File: src/rtl/cmu_pkg.sv
package cmu_pkg;
    localparam int MODE_W = 4;

    typedef enum logic [2:0] {
        ST_OFF,
        ST_TOGGLE,
        ST_SET,
        ST_CLEAR,
        ST_FLAG,
        ST_SPECIAL
    } cmu_state_e;

    localparam logic [MODE_W-1:0] CODE_TOGGLE  = 4'b0010;
    localparam logic [MODE_W-1:0] CODE_SET     = 4'b1000;
    localparam logic [MODE_W-1:0] CODE_CLEAR   = 4'b1001;
    localparam logic [MODE_W-1:0] CODE_FLAG    = 4'b1010;
    localparam logic [MODE_W-1:0] CODE_SPECIAL = 4'b1011;

    function automatic cmu_state_e decode_mode(input logic [MODE_W-1:0] code);
        cmu_state_e st;
        case (code)
            CODE_TOGGLE:  st = ST_TOGGLE;
            CODE_SET:     st = ST_SET;
            CODE_CLEAR:   st = ST_CLEAR;
            CODE_FLAG:    st = ST_FLAG;
            CODE_SPECIAL: st = ST_SPECIAL;
            default:      st = ST_OFF;
        endcase
        return st;
    endfunction
endpackage

File: src/rtl/cmu_match_det.sv
module cmu_match_det #(
    parameter int TW = 16
) (
    input  logic          clk,
    input  logic          rst_n,
    input  logic [TW-1:0] timer_val,
    input  logic [TW-1:0] cmp_val,
    input  logic          arm,
    output logic          evt
);
    logic eq_now;
    logic eq_prev;

    assign eq_now = (timer_val == cmp_val);

    // previous equality is tracked in every mode so that a held equality is never new
    always_ff @(posedge clk or negedge rst_n) begin
        if (!rst_n) eq_prev <= 1'b0;
        else        eq_prev <= eq_now;
    end

    assign evt = arm && eq_now && !eq_prev;

    // a match event never repeats on the next clock
    assert_no_repeat_R2: assert property (@(posedge clk) disable iff (!rst_n)
        evt |=> !evt);
endmodule

File: src/rtl/cmu_mode_fsm.sv
module cmu_mode_fsm
    import cmu_pkg::*;
(
    input  logic              clk,
    input  logic              rst_n,
    input  logic [MODE_W-1:0] mode,
    input  logic              evt,
    output cmu_state_e        state_q,
    output logic              entering,
    output logic              wipe,
    output logic              flag_set,
    output logic              pin_out,
    output logic              pin_en,
    output logic              tmr_rst,
    output logic              adc_start
);
    cmu_state_e next_state;
    logic       pin_q;
    logic       tmr_q;
    logic       adc_q;

    assign next_state = decode_mode(mode);
    assign entering   = (next_state != state_q);
    assign wipe       = (next_state == ST_OFF);

    // state register
    always_ff @(posedge clk or negedge rst_n) begin
        if (!rst_n) state_q <= ST_OFF;
        else        state_q <= next_state;
    end

    // registered outputs
    always_ff @(posedge clk or negedge rst_n) begin
        if (!rst_n) begin
            pin_q <= 1'b0;
            tmr_q <= 1'b0;
            adc_q <= 1'b0;
        end else begin
            tmr_q <= 1'b0;
            adc_q <= 1'b0;
            if (entering) begin
                pin_q <= (next_state == ST_CLEAR);
            end else if (evt) begin
                unique case (state_q)
                    ST_TOGGLE:  pin_q <= ~pin_q;
                    ST_SET:     pin_q <= 1'b1;
                    ST_CLEAR:   pin_q <= 1'b0;
                    ST_SPECIAL: begin
                        tmr_q <= 1'b1;
                        adc_q <= 1'b1;
                    end
                    default: ;
                endcase
            end
        end
    end

    always_comb begin
        flag_set = evt && (state_q != ST_OFF);
        pin_en   = (state_q == ST_TOGGLE) || (state_q == ST_SET) || (state_q == ST_CLEAR);
    end

    assign pin_out   = pin_q;
    assign tmr_rst   = tmr_q;
    assign adc_start = adc_q;

    // special-event pulses last one clock and always come as a pair
    assert_pulse_single_R7: assert property (@(posedge clk) disable iff (!rst_n)
        tmr_rst |=> !tmr_rst);
    assert_pulse_pair_R7: assert property (@(posedge clk) disable iff (!rst_n)
        tmr_rst == adc_start);
    // entering SET leaves the pin low
    assert_set_entry_R4: assert property (@(posedge clk) disable iff (!rst_n)
        (entering && next_state == ST_SET) |=> !pin_out);
    // entering CLEAR leaves the pin high
    assert_clear_entry_R5: assert property (@(posedge clk) disable iff (!rst_n)
        (entering && next_state == ST_CLEAR) |=> pin_out);
    // an entry clock never fires the special event
    assert_entry_quiet_R10: assert property (@(posedge clk) disable iff (!rst_n)
        entering |=> !tmr_rst);
endmodule

File: src/rtl/cmu_irq_flag.sv
module cmu_irq_flag (
    input  logic clk,
    input  logic rst_n,
    input  logic set,
    input  logic clr,
    input  logic wipe,
    output logic irq
);
    always_ff @(posedge clk or negedge rst_n) begin
        if (!rst_n)    irq <= 1'b0;
        else if (wipe) irq <= 1'b0;
        else if (set)  irq <= 1'b1;
        else if (clr)  irq <= 1'b0;
    end

    // a match beats a simultaneous clear
    assert_match_wins_R9: assert property (@(posedge clk) disable iff (!rst_n)
        (set && clr && !wipe) |=> irq);
    // without a clear the flag holds
    assert_sticky_R9: assert property (@(posedge clk) disable iff (!rst_n)
        (irq && !clr && !wipe) |=> irq);
    // off mode wipes the flag
    assert_off_wipe_R8: assert property (@(posedge clk) disable iff (!rst_n)
        wipe |=> !irq);
endmodule

File: src/rtl/cmp_match_unit.sv
module cmp_match_unit
    import cmu_pkg::*;
#(
    parameter int TW = 16
) (
    input  logic              clk,
    input  logic              rst_n,
    input  logic [TW-1:0]     timer_val,
    input  logic [TW-1:0]     cmp_val,
    input  logic [MODE_W-1:0] mode,
    input  logic              flag_clr,
    output logic              pin_out,
    output logic              pin_en,
    output logic              irq_flag,
    output logic              tmr_rst,
    output logic              adc_start
);
    cmu_state_e state_q;
    logic       entering;
    logic       wipe;
    logic       flag_set;
    logic       evt;
    logic       arm;

    assign arm = !entering && (state_q != ST_OFF);

    cmu_match_det #(.TW(TW)) u_det (
        .clk       (clk),
        .rst_n     (rst_n),
        .timer_val (timer_val),
        .cmp_val   (cmp_val),
        .arm       (arm),
        .evt       (evt)
    );

    cmu_mode_fsm u_fsm (
        .clk       (clk),
        .rst_n     (rst_n),
        .mode      (mode),
        .evt       (evt),
        .state_q   (state_q),
        .entering  (entering),
        .wipe      (wipe),
        .flag_set  (flag_set),
        .pin_out   (pin_out),
        .pin_en    (pin_en),
        .tmr_rst   (tmr_rst),
        .adc_start (adc_start)
    );

    cmu_irq_flag u_flag (
        .clk   (clk),
        .rst_n (rst_n),
        .set   (flag_set),
        .clr   (flag_clr),
        .wipe  (wipe),
        .irq   (irq_flag)
    );

    // in the off state nothing is driven or flagged
    assert_off_quiet_R8: assert property (@(posedge clk) disable iff (!rst_n)
        (state_q == ST_OFF) |-> (!pin_en && !irq_flag && !tmr_rst && !adc_start));
endmodule

File: config.mk
export PLATFORM = sky130hd
export DESIGN_NAME = cmp_match_unit
export DESIGN_NICKNAME = d
export VERILOG_FILES = /design/src/rtl/cmu_pkg.sv /design/src/rtl/cmu_match_det.sv /design/src/rtl/cmu_mode_fsm.sv /design/src/rtl/cmu_irq_flag.sv /design/src/rtl/cmp_match_unit.sv
export SDC_FILE = /design/constraint.sdc
export NUM_CORES = 1
export LEC_CHECK = 0
export BUFFER_PORTS_ARGS = -buffer_cell sky130_fd_sc_hd__buf_4
export CAP_MARGIN = 20
export CELL_PAD_IN_SITES_DETAIL_PLACEMENT = 0
export CELL_PAD_IN_SITES_GLOBAL_PLACEMENT = 2
export CORE_ASPECT_RATIO = 2
export CORE_UTILIZATION = 19
export CTS_CLUSTER_SIZE = 16
export DETAILED_ROUTE_END_ITERATION = 8
export GPL_ROUTABILITY_DRIVEN = 0
export GPL_TIMING_DRIVEN = 0
export HOLD_SLACK_MARGIN = 0.08
export PLACE_DENSITY_LB_ADDON = 0.1
export SETUP_SLACK_MARGIN = 0.4
export SYNTH_ARGS = -nofsm -noshare
export SYNTH_HDL_FRONTEND = slang
export SYNTH_SLANG_ARGS = --single-unit
export TNS_END_PERCENT = 10
File: constraint.sdc
create_clock -name clk -period 1.65 [get_ports clk]
set_input_delay 0.165 -clock clk [delete_from_list [all_inputs] [get_ports clk]]
set_output_delay 0.165 -clock clk [all_outputs]
set_load 0.02 [all_outputs]
* Word level (Yosys, flattened, before mapping) *
Index checks and enable logic that the tools add are counted.

storage, ports and cells
  memories kept = 0
  input port bits = 39
  latch bits = 0
  RAM bits = 0
  flip-flop bits (word level) = 7
  bits in read-only memories = 0

cells by class
  $lt $le $gt $ge = 0
  add/sub/neg operators = 0
  shift operators = 0
  bitwise logic cells = 1
  reductions and logical operators = 14
  multipliers = 0
  div/mod/pow operators = 0
  equality and inequality tests = 12
  muxes and demuxes = 10

operators by type and width
  cell                number
  $eq 16x16->1        1
  $eq 4x4->1 const B  4
  $pmux 3 s5          1
  $eq 3x2->1 const B  3
  $mux 1              8
  $reduce_bool 3->1   2
  $eq 4x2->1 const B  1
  $logic_and 1x1->1   4
  $reduce_bool 4->1   1
  $eq 3x1->1 const B  1
  $eq 3x3->1 const B  1
  $logic_not 3->1     1
  $ne 3x3->1          1
  $pmux 1 s3          1
  $logic_not 1->1     2
  $logic_or 1x1->1    2
  $reduce_and 2->1    1
  $reduce_bool 2->1   1
  $not 1->1           1

* Depth between registers and ports, before layout *
  depth in word-level cells = 10
  depth in mapped cells = 5

* Hierarchy *
Synthesis repeated with hierarchy kept, for this count alone.

unflattened totals
  cell total of the unflattened synthesis = 62
  area, all modules = 579.3 um^2

modules (own cells, without submodules)
  module          cells each  instances  sequential area each (um^2)  area each (um^2)
  cmu_mode_fsm    33          1          125.1                        315.3
  cmu_match_det   23          1          25.0                         211.5
  cmu_irq_flag    4           1          25.0                         43.8
  cmp_match_unit  2           1          0.0                          8.8

* Worst setup path after synthesis *
Ideal clock, no wire load.

  path type = in2reg
  start = input port mode[0]
  end = register u_flag.irq
  slack = 0.304 ns
  setup time = 0.094 ns
  arrival = 1.252 ns
  stages = 5
  path through = or3b_1 > a21oi_4 > xnor2_1 > nand4_1 > a211oi_1

between the ends
  longest elaborated chain between the ends = 10
  elaborated cells on any way between the ends = 16

ends and longest elaborated chain
  element                                   RTL line              RTL
  start, declared                           cmp_match_unit.sv:10  input logic [MODE_W-1:0] mode,
  $eq 4x4->1 or $eq 4x2->1 (tied branches)  cmu_pkg.sv:21         case (code)
  $pmux 3 s5 (*)                            cmu_pkg.sv:21
  via u_fsm.next_state[0]                   cmu_mode_fsm.sv:17    cmu_state_e next_state;
  $ne 3x3->1                                cmu_mode_fsm.sv:23    assign entering = (next_state != state_q);
  $logic_not 1->1                           cmp_match_unit.sv:25  assign arm = !entering && (state_q != ST_OFF);
  $logic_and 1x1->1                         cmp_match_unit.sv:25
  $logic_and 1x1->1 (2 in a row)            cmu_match_det.sv:22   assign evt = arm && eq_now && !eq_prev;
  $logic_and 1x1->1                         cmu_mode_fsm.sv:59    flag_set = evt && (state_q != ST_OFF);
  $mux 1                                    cmu_irq_flag.sv:12    else if (set) irq <= 1'b1;
  $mux 1                                    cmu_irq_flag.sv:11    else if (wipe) irq <= 1'b0;
  end signal, assigned                      cmu_irq_flag.sv:11
  end signal, assigned                      cmu_irq_flag.sv:12
  end signal, assigned                      cmu_irq_flag.sv:13    else if (clr) irq <= 1'b0;
  end, declared                             cmu_irq_flag.sv:7     output logic irq

The timed path passes the listed nets; every way through them passes the cells marked *.
A chain may end at the register's enable or synchronous reset.

* Worst setup path in the final report *
  start = register u_fsm.state_q[2]
  end = register u_flag.irq

between the ends
  longest elaborated chain between the ends = 8
  elaborated cells on any way between the ends = 10

ends and longest elaborated chain
  element                         RTL line              RTL
  start, declared                 cmu_mode_fsm.sv:8     output cmu_state_e state_q,
  start signal, assigned          cmu_mode_fsm.sv:29    else state_q <= next_state;
  $ne 3x3->1                      cmu_mode_fsm.sv:23
  $logic_not 1->1                 cmp_match_unit.sv:25
  $logic_and 1x1->1               cmp_match_unit.sv:25
  $logic_and 1x1->1 (2 in a row)  cmu_match_det.sv:22
  $logic_and 1x1->1 (*)           cmu_mode_fsm.sv:59
  $mux 1                          cmu_irq_flag.sv:12
  $mux 1                          cmu_irq_flag.sv:11

Every way passes the cells marked *; elsewhere a longest branch is shown, timed or not.

==> impl_metrics.csv <==
group,metric,value,unit
outcome,outcome,"completed",
logic_synthesis,synth_area_leader_cell,"dfrtp_1",
routing,highest_layer,"met4",
final_layout,finalNetCount,155,
setup_path,worstReg2RegStart,"u_fsm.state_q[2]",
logic_synthesis,syn_avg_cell_area,8.91,um2
logic_synthesis,yosys_register_bits,7,
cts,clk_latency,0.22,ns
routing,wirelength,1650,um
cts,cts_buffers,3,
floorplan,core,2800,um2
worst_hold_path,worstHoldStart,"mode[2]",
routing,dr_wl_met3,114,um
power_and_ir_drop,power.share.switching,24.3,%
routing,drt_iter0_markers,14,
cts,cts_sinks,7,
power_and_ir_drop,leakage,0.471,nW
setup_path,r2r-end,"u_flag.irq",
routing,drc,0,
grt,gr-total-overflow,0,
routing,antenna_left,0,
floorplan,start_util,20.3,%
final_layout,drive_gt1_share,51.3,%
sta,whs,0.123,ns
routing,drt-met1-wl,451,um
logic_synthesis,synth_area_leaders,"dfrtp_1, xnor2_1, nand4_1",
grt,grt_use_total,11.9,%
sta,rsz0062_at_grt,"true",
logic_synthesis,synth_nets,103,
sta,fin_worst_skew,0.00146,ns
final_layout,n_antenna_cell,0,
sta,report.final.slew_viol_count,0,
power_and_ir_drop,power_frac_seq,30.6,%
grt,grt_pass1_wl,2550,um
setup_path,worst_path_max_delay_cell,"dfrtp_2",
logic_synthesis,yosysSeqAreaShare,30.7,%
floorplan,die_area,3240,um2
final_layout,multi_input_area,408,um2
grt,grt_max_degree,8,
placement,place_area,932,um2
placement,hpwl,1460,um
routing,vias,665,
setup_path,path_class,"register to register",
setup_path,cp-end-kind,"register",
power_and_ir_drop,peakVddDrop,219,uV
power_and_ir_drop,power_density,581,nW/um2
worst_hold_path,holdPathEnd,"u_flag.irq",
cts,path_clk_slew,0.04,ns
routing,vias_per_cell,4.62,
grt,grt_pass1_vias,661,
final_layout,final-seq-area,178,um2
cts,clock_path_buffers,2,
setup_path,path_max_fanout,4,
grt,antenna_found_initial,0,
logic_synthesis,yosysTopAreaCellShare,30.7,%
floorplan,rows,27,
setup_path,cp.arrival,1.44,ns
cts,clockRootBuffer,"clkbuf_8",
power_and_ir_drop,combPwrFrac,29.8,%
setup_path,max_stage_delay,0.42,ns
logic_synthesis,synth_edf_count,0,
setup_path,startpoint_type,"register",
sta,finalCriticalPeriod,1.33,ns
run,maxCapViolCount,0,
final_layout,syn_to_final_growth,81.8,%
logic_synthesis,syn_area,571,um2
final_layout,filler_cell_count,312,
logic_synthesis,synth_most_common_cell,"xnor2_1",
sta,slew-limit-headroom,80.1,%
cts,htreeDepth,1,
floorplan,dieHeight,79.5,um
final_layout,fin_area,1040,um2
logic_synthesis,netlist_instances,64,
routing,drtPass1Iterations,4,
logic_synthesis,yosysWarnings,0,
sta,fmax,749,MHz
logic_synthesis,ys_top_cells_by_count,"xnor2_1, dfrtp_1, nor2_1",
logic_synthesis,synth-main-ff-cell,"dfrtp_1",
logic_synthesis,synthDistinctLibCells,23,
logic_synthesis,synthArstFlopShare,100,%
placement,numPortBuffers,43,
floorplan,die_width,40.8,um
setup_path,r2r_slack,0.32,ns
worst_hold_path,hold_class,"input pin to register",
sta,tightest_slew,0.296,ns
power_and_ir_drop,p_switching,0.000146,W
cts,cts_tree,"done",
power_and_ir_drop,clkPwrFrac,39.6,%
setup_path,crit_path_cell_trace,"nor2b_4 -> and2_4 -> o31a_1 -> nand4_1 -> a211oi_2",
setup_path,reg2reg_depth,5,
power_and_ir_drop,p_int,0.000456,W
floorplan,boundaryPins,44,
routing,dr_wl_met2,1070,um
routing,post_drt_wl_per_cell,11.5,um
setup_path,critPathRequiredTime,1.75,ns
sta,finalHoldViolCount,0,
worst_hold_path,whs_path_depth,2,
final_layout,final_util,37.0,%
sta,setup_violations,0,
sta,min_period_over_period,80.9,%
==> stage by stage <==
step | instances | total power (W) | TNS [ns] | setup slack, ns
after floorplan | 64 | 0.000257 | 0 | 0.335
after global placement | 136 | 0.000356 | -0.00441 | -0.00441
after detailed placement | 136 | 0.000357 | 0 | 0.00377
after CTS | 144 | 0.000615 | 0 | 0.333
after global routing | 144 | 0.000641 | 0 | 0.260
final | 144 | 0.000602 | 0 | 0.315
==> layout make-up <==
type,count,share of cell area [%]
tap,29,3.50
multi-input combinational,54,39.3
inverter,2,0.724
sequential,7,17.1
buffer,1,0.724
clock buffer,4,4.34
timing repair buffer,47,34.3
==> critical path, delay by kind of cell, from the launching register on <==
family | cells | cell delay, ns
compound gates | 2 | 0.39
simple gates | 3 | 0.41
flops | 1 | 0.42
==> cell usage in the layout, fill, tap and decap left out, types with 2 or more instances in the layout <==
| cell type | synthesis | final |
|---|---|---|
| nand2b_1 | 3 | 3 |
| xnor2_1 | 17 | 17 |
| clkbuf_8 | 0 | 3 |
| nor2_1 | 7 | 6 |
| buf_4 | 1 | 47 |
| nor3_1 | 2 | 2 |
| nand4_1 | 6 | 6 |
| dfrtp_2 | 0 | 2 |
| o21ai_0 | 2 | 2 |
| inv_1 | 2 | 2 |
| nand2_1 | 3 | 3 |
| a21oi_1 | 2 | 2 |
| dfrtp_1 | 7 | 5 |
==> registers in the layout, summed over array words and instances, names as in the netlist <==
name	cells
u_det.eq_prev	1
u_flag.irq	1
u_fsm.pin_out	1
u_fsm.state_q	3
u_fsm.tmr_rst	1
==> per-layer routing <==
metal  GRT usage [%]  vias to the layer above
met5               0                        -
met4            6.00                        0
met3            3.34                        2
met2            23.7                       31
met1            8.25                      308
li1                -                      324
==> repair_timing <==
item	CTS	global route
endpoints found under the setup margin	3	4
resized for setup	7	1
hold endpoints to repair	7	0
pin swaps	3	1
hold buffers	1	0
buffers inserted	3	0
cloned	0	0
==> kinds of logic after synthesis <==
kind of cell | count (synthesis) | share of synthesized area, %
AND/OR/NAND/NOR | 27 | 27.0
XOR/XNOR | 17 | 26.1
AO/OA/AOI/OAI | 9 | 11.8
flip-flops | 7 | 30.7
buffers and inverters | 3 | 2.63
multiplexers | 1 | 1.75
==> how the worst max path moves through the flow <==
stage                           startpoint            end  slack, ns  cells after the start
final                     u_fsm.state_q[2]     u_flag.irq       0.32                      5
after global routing      u_fsm.state_q[2]  u_fsm.pin_out       0.26                      5
after CTS                 u_fsm.state_q[2]     u_flag.irq       0.33                      5
after detailed placement        cmp_val[7]     u_flag.irq      0.004                      6
after global placement          cmp_val[7]     u_flag.irq     -0.004                      6
after floorplan                    mode[0]     u_flag.irq       0.33                      5
==> power groups by stage <==
stage,sequential [W],combinational (W),clock (W)
3_3_place_gp,0.000187,0.000169,0
6_report,0.000184,0.000179,0.000239
2_1_floorplan,0.000186,0.0000712,0
3_5_place_dp,0.000187,0.000170,0
5_1_grt,0.000185,0.000195,0.000261
4_1_cts,0.000184,0.000182,0.000249
(Power assumes the default switching activity.)
